<file path="config.mk">
export PLATFORM = sky130hd
export DESIGN_NAME = twi_status_flags
export DESIGN_NICKNAME = d
export VERILOG_FILES = /design/src/rtl/twi_stat_pkg.sv /design/src/rtl/twi_event_decode.sv /design/src/rtl/twi_flag_bank.sv /design/src/rtl/twi_status_flags.sv
export SDC_FILE = /design/constraint.sdc
export NUM_CORES = 1
export LEC_CHECK = 0
export CAP_MARGIN = 0
export CORE_AREA = 2 2 39 41
export CTS_CLUSTER_SIZE = 25
export DETAILED_ROUTE_END_ITERATION = 6
export DIE_AREA = 0 0 41 43
export DONT_BUFFER_PORTS = 1
export SLEW_MARGIN = 10
export SYNTH_ARGS = -nofsm -noshare
export SYNTH_HDL_FRONTEND = slang
export SYNTH_SLANG_ARGS = --single-unit
</file>
<file path="constraint.sdc">
create_clock -name clk -period 1.3 [get_ports clk]
set_clock_uncertainty 0.15 [all_clocks]
set_input_delay 0.13 -clock clk [delete_from_list [all_inputs] [get_ports clk]]
set_output_delay 0.13 -clock clk [all_outputs]
set_load 0.05 [all_outputs]
</file>
<file path="src/rtl/twi_stat_pkg.sv">
package twi_stat_pkg;
    localparam int W     = 16;
    localparam int NFLAG = 9;

    // flag index -> status bit position
    localparam int F_ACK  = 0;
    localparam int F_TRX  = 1;
    localparam int F_BCOL = 2;
    localparam int F_GC   = 3;
    localparam int F_A10  = 4;
    localparam int F_WCOL = 5;
    localparam int F_ROV  = 6;
    localparam int F_DA   = 7;
    localparam int F_STOP = 8;

    localparam int POS [NFLAG] = '{15, 14, 10, 9, 8, 7, 6, 5, 4};

    // flags that software may clear
    localparam logic [NFLAG-1:0] SW_CLEARABLE =
        (NFLAG'(1) << F_BCOL) | (NFLAG'(1) << F_WCOL) | (NFLAG'(1) << F_ROV);

    typedef struct packed {
        logic start;
        logic rstart;
        logic stop;
        logic ack_slot;
        logic ack_nack;
        logic mtx_begin;
        logic collision;
        logic addr_match;
        logic gcall_match;
        logic addr10_hi;
        logic slave_rx;
        logic xfer;
        logic hold_full;
        logic txwr;
        logic busy;
    } twi_evt_t;
endpackage

</file>
<file path="src/rtl/twi_event_decode.sv">
module twi_event_decode
    import twi_stat_pkg::*;
(
    input  twi_evt_t         ev,
    input  logic [W-1:0]     clr_mask,
    output logic [NFLAG-1:0] set_v,
    output logic [NFLAG-1:0] clr_v
);
    logic [NFLAG-1:0] hw_clr;
    logic [NFLAG-1:0] sw_clr;

    always_comb begin
        set_v  = '0;
        hw_clr = '0;

        set_v[F_ACK]   = ev.ack_slot & ev.ack_nack;
        hw_clr[F_ACK]  = ev.ack_slot & ~ev.ack_nack;

        set_v[F_TRX]   = ev.mtx_begin;
        hw_clr[F_TRX]  = ev.ack_slot;

        set_v[F_BCOL]  = ev.collision;

        set_v[F_GC]    = ev.gcall_match;
        hw_clr[F_GC]   = ev.stop;

        set_v[F_A10]   = ev.addr10_hi;
        hw_clr[F_A10]  = ev.stop;

        set_v[F_WCOL]  = ev.txwr & ev.busy;

        set_v[F_ROV]   = ev.xfer & ev.hold_full;

        set_v[F_DA]    = ev.txwr | ev.slave_rx;
        hw_clr[F_DA]   = ev.addr_match;

        set_v[F_STOP]  = ev.stop;
        hw_clr[F_STOP] = ev.start | ev.rstart;
    end

    for (genvar i = 0; i < NFLAG; i++) begin : g_swclr
        if (SW_CLEARABLE[i]) begin : g_yes
            assign sw_clr[i] = clr_mask[POS[i]];
        end else begin : g_no
            assign sw_clr[i] = 1'b0;
        end
    end

    assign clr_v = hw_clr | sw_clr;
endmodule

</file>
<file path="src/rtl/twi_flag_bank.sv">
module twi_flag_bank
    import twi_stat_pkg::*;
(
    input  logic             clk,
    input  logic             rst_n,
    input  logic [NFLAG-1:0] set_v,
    input  logic [NFLAG-1:0] clr_v,
    output logic [NFLAG-1:0] flags
);
    typedef struct packed {
        logic [NFLAG-1:0] flags;
    } bank_t;

    bank_t state_d, state_q;

    always_comb begin
        state_d       = state_q;
        // set has priority over clear
        state_d.flags = (state_q.flags & ~clr_v) | set_v;
    end

    always_ff @(posedge clk or negedge rst_n) begin
        if (!rst_n) state_q <= '0;
        else        state_q <= state_d;
    end

    assign flags = state_q.flags;
endmodule

</file>
<file path="src/rtl/twi_status_flags.sv">
module twi_status_flags
    import twi_stat_pkg::*;
(
    input  logic         clk,
    input  logic         rst_n,
    input  logic         ev_start,
    input  logic         ev_rstart,
    input  logic         ev_stop,
    input  logic         ev_ack_slot,
    input  logic         ack_nack,
    input  logic         ev_mtx_begin,
    input  logic         ev_collision,
    input  logic         ev_addr_match,
    input  logic         ev_gcall_match,
    input  logic         ev_addr10_hi,
    input  logic         ev_slave_rx,
    input  logic         ev_xfer,
    input  logic         hold_full,
    input  logic         ev_txwr,
    input  logic         busy,
    input  logic [15:0]  clr_mask,
    output logic [15:0]  status
);
    twi_evt_t         ev;
    logic [NFLAG-1:0] set_v, clr_v, flags;

    always_comb begin
        ev.start       = ev_start;
        ev.rstart      = ev_rstart;
        ev.stop        = ev_stop;
        ev.ack_slot    = ev_ack_slot;
        ev.ack_nack    = ack_nack;
        ev.mtx_begin   = ev_mtx_begin;
        ev.collision   = ev_collision;
        ev.addr_match  = ev_addr_match;
        ev.gcall_match = ev_gcall_match;
        ev.addr10_hi   = ev_addr10_hi;
        ev.slave_rx    = ev_slave_rx;
        ev.xfer        = ev_xfer;
        ev.hold_full   = hold_full;
        ev.txwr        = ev_txwr;
        ev.busy        = busy;
    end

    twi_event_decode u_dec (
        .ev       (ev),
        .clr_mask (clr_mask),
        .set_v    (set_v),
        .clr_v    (clr_v)
    );

    twi_flag_bank u_bank (
        .clk   (clk),
        .rst_n (rst_n),
        .set_v (set_v),
        .clr_v (clr_v),
        .flags (flags)
    );

    always_comb begin
        status = '0;
        for (int i = 0; i < NFLAG; i++) status[POS[i]] = flags[i];
    end
endmodule

</file>
Yosys cells after proc, flatten, opt, wreduce, memory -nomap -nowiden:

Index checks and enable logic that the tools add are counted.

* register bits after elaboration: 9
* output and inout port bits: 16

* bitwise gates (word level): 11

Operators by type and width (number)
* AND 9 bit: 1
* NOT 9 bit: 1
* bitwise OR 9 x 7 -> 9 bit: 1
* bitwise OR 9 bit: 1
* AND 1 bit: 4
* bitwise OR 1 bit: 2
* NOT 1 bit: 1

Depth between registers and ports, before layout:

* depth after elaboration: 6
* depth in mapped cells: 2
* gate-level depth less buffers: 2

Hierarchy:

Synthesis repeated with hierarchy kept, for this count alone.

* cell total of the unflattened synthesis: 53
* area total of the unflattened synthesis: 514.2 sq um

Modules (own cells, without submodules)
* twi_flag_bank: seq. area each 225.2 sq um, area an instance 326.6 sq um, times used 1, cells an instance 27
* twi_event_decode: seq. area each 0.0 sq um, area an instance 131.4 sq um, times used 1, cells an instance 18
* twi_status_flags: seq. area each 0.0 sq um, area an instance 56.3 sq um, times used 1, cells an instance 8

Worst setup path before layout:

OpenSTA, ideal clock, no wires.

* path type: register to register
* start point: register with a tool-made name
* end point: register with a tool-made name
* path slack: 0.156 ns
* cell stages (with the launch flop): 2
* arrival: 0.869 ns
* path buffers: 0
* path through: dfrtp_1 mux2_4

Worst setup path in the final report:

* start point: register u_bank.state_q (netlist bit u_bank.flags[6])
* end point: output status[6]

RTL lines
* start: declaration: line twi_flag_bank.sv:14 `bank_t state_d, state_q;`
* start signal: assignment: line twi_flag_bank.sv:24 `else state_q <= state_d;`
* end: declaration: line twi_status_flags.sv:22 `output logic [15:0] status`

No word-level cell between the ends.

==> run metrics <==
outcome finished clean; vias in the first global route 301; Final GP Congestion 0.6609; diode count 0; clock-pin transition on the worst setup and hold timing paths 0.06 ns; drt total wl 826 µm; Synth Register Bits 9; GR Layer Usage met3 4.712%; Avg Cell Area, Syn 10.74 µm²; Initial DRT Pass Iterations 1; WL per Instance 9.952 µm; pin count of the biggest net entering global routing 10; Syn Std Cell Area 386.6 µm²; share of layout cells above drive strength 1 19.40%; Max Cap Viol 0; total congestion overflow 0; Ys Warns 0; asr flop ratio synth 100.0%; Setup TNS Final 0 ns; period utilisation layout 85.31%; met1 Usage GRT 9.302%; largest fanout on the critical path 2; critical path's slowest cell dfrtp_1; largest stage delay on the critical path 0.38 ns; die width 41 µm; VDD IR-drop max 639.8 µV; Die Ht 43 µm; Tot Pwr 0.7497 mW; via count 334; Inst Count DP 60; sequential share of the synthesized area 58.25%; antenna violations before repair 0; Most Crowded Layer GR met2; critical path data arrival time 0.83 ns; htree depth 1; post_cts resized 0; Fin Hold WS 0.09622 ns; CP Buf/Inv Count 1; die area 1763 µm²; CTS Buffer Depth 2; Synth cell types 10; core area 1384 µm²; first-pass GRT wire length 1.173 mm; Clock Latency Late Sink 0.25 ns; Finished Layout Cells 83; RSZ-0062 raised after global routing no; routed vias/inst 4.024; Worst Hold Class in -> async; Crit Path Category reg -> out; CP required 1.02 ns; Worst path top cell family by delay flip-flops; Sinks on Clock Net 9; Syn Inst Count 36; CP cell instances buf_4; PD cells 1135 nW/µm²; post-synthesis cell type with the largest combined area dfrtp_1; CP startpoint kind register; Iteration-0 DRC Markers 0; Slew Limit Fails 0; LEAKAGE 0.3403 nW; pre-CTS WS 0.4066 ns; port bufs 0; Worst Slack Setup Final 0.1909 ns; Root Buffer Master clkbuf_4; Final nets 101; Tmin final 1.109 ns; Max Fclk 901.7 MHz; DRT antenna net count 0; Initial Util 27.94%; area share of the largest cell type after synthesis 58.25%; grt met2 use 17.81%; IO Count 49; # rows 14; Post-synth EDFFs 0; Setup crit end kind primary output; final-report hold violation count 0; clock buffer count from CTS 3; CTS tree done; Final setup violation count 0; Main synth FF type dfrtp_1; DP HPWL 489.5 µm; Layout area overhead 70.87%; Synth area leaders dfrtp_1 58%, buf_4 14%, a21o_1 7.8%, inv_1 6.8%, o21ai_0 3.9%; top post-synthesis cells by count 9 x dfrtp_1, 7 x buf_4, 7 x inv_1; most frequent cell after synthesis dfrtp_1; GRT Resource Usage Total 10.45%; Post-route DRC 0
-- layout by cell type (no fill, tap or decap) --
| master | netlist | layout |
|---|---|---|
| o21ai_0 | 3 | 3 |
| mux2_4 | 1 | 1 |
| conb_1 | 1 | 7 |
| dlygate4sd3_1 | 0 | 19 |
| clkbuf_1 | 0 | 1 |
| a21o_1 | 4 | 4 |
| o31ai_1 | 1 | 1 |
| buf_4 | 7 | 9 |
| nor2_1 | 1 | 1 |
| inv_1 | 7 | 7 |
| nand2_1 | 2 | 2 |
| clkbuf_4 | 0 | 3 |
| dfrtp_1 | 9 | 9 |
-- layout make-up --
class / instances / area (µm²)
fillers: 128 / 723.2
well taps: 16 / 20.02
flip-flops and latches: 9 / 225.2
multi-input cells: 19 / 105.1
clock buffers: 4 / 26.28
repair buffers: 28 / 257.7
inverters: 7 / 26.28
-- path summary, 6_finish.rpt --
kind                       cells past startpoint             from  slack, ns              end
max                                            1  u_bank.flags[6]       0.19        status[6]
max reg2reg                                    1         register       0.40         register
min                                            1            rst_n        0.1  u_bank.flags[2]
min in group clk                               1  u_bank.flags[1]       0.33  u_bank.flags[1]
max in group asynchronous                      1            rst_n       0.61  u_bank.flags[8]
min reg2reg                                    1  u_bank.flags[1]       0.33  u_bank.flags[1]
-- cells by family after synthesis --
group	count (synthesis)	share of synthesized area [%]
AOI/OAI and AO/OA	8	13.59
buffers and inverters	14	20.39
DFF	9	58.25
muxes	1	3.882
other	1	0.9699
and+or+nand+nor	3	2.912
-- stage by stage --
stage	cell area, µm²	util [%]
floorplan	409.1	-
global placement	444.2	32.10
detailed placement	444.2	32.10
CTS	660.6	47.74
global route	660.6	47.74
finish	660.6	47.74
-- layer usage --
metal / part of all wire (%) / vias up / wire length, µm
li1: - / 161 / -
met1: 35 / 155 / 291
met2: 58 / 18 / 478
met3: 6.8 / 0 / 56
met4: 0 / 0 / 0
met5: 0 / - / 0
-- repair_timing --
action / 4_1_cts / 5_1_grt
endpoints found under the setup margin: 0 / 0
hold buffers: 19 / 0
hold endpoints to repair: 18 / 0
setup buffers: 0 / 0
-- where the power goes --
group	switching (mW)	internal [mW]
clock network	0.0915	0.118
registers	0.0101	0.301
logic	0.150	0.0789
total	0.252	0.498
(Power assumes the default switching activity.)
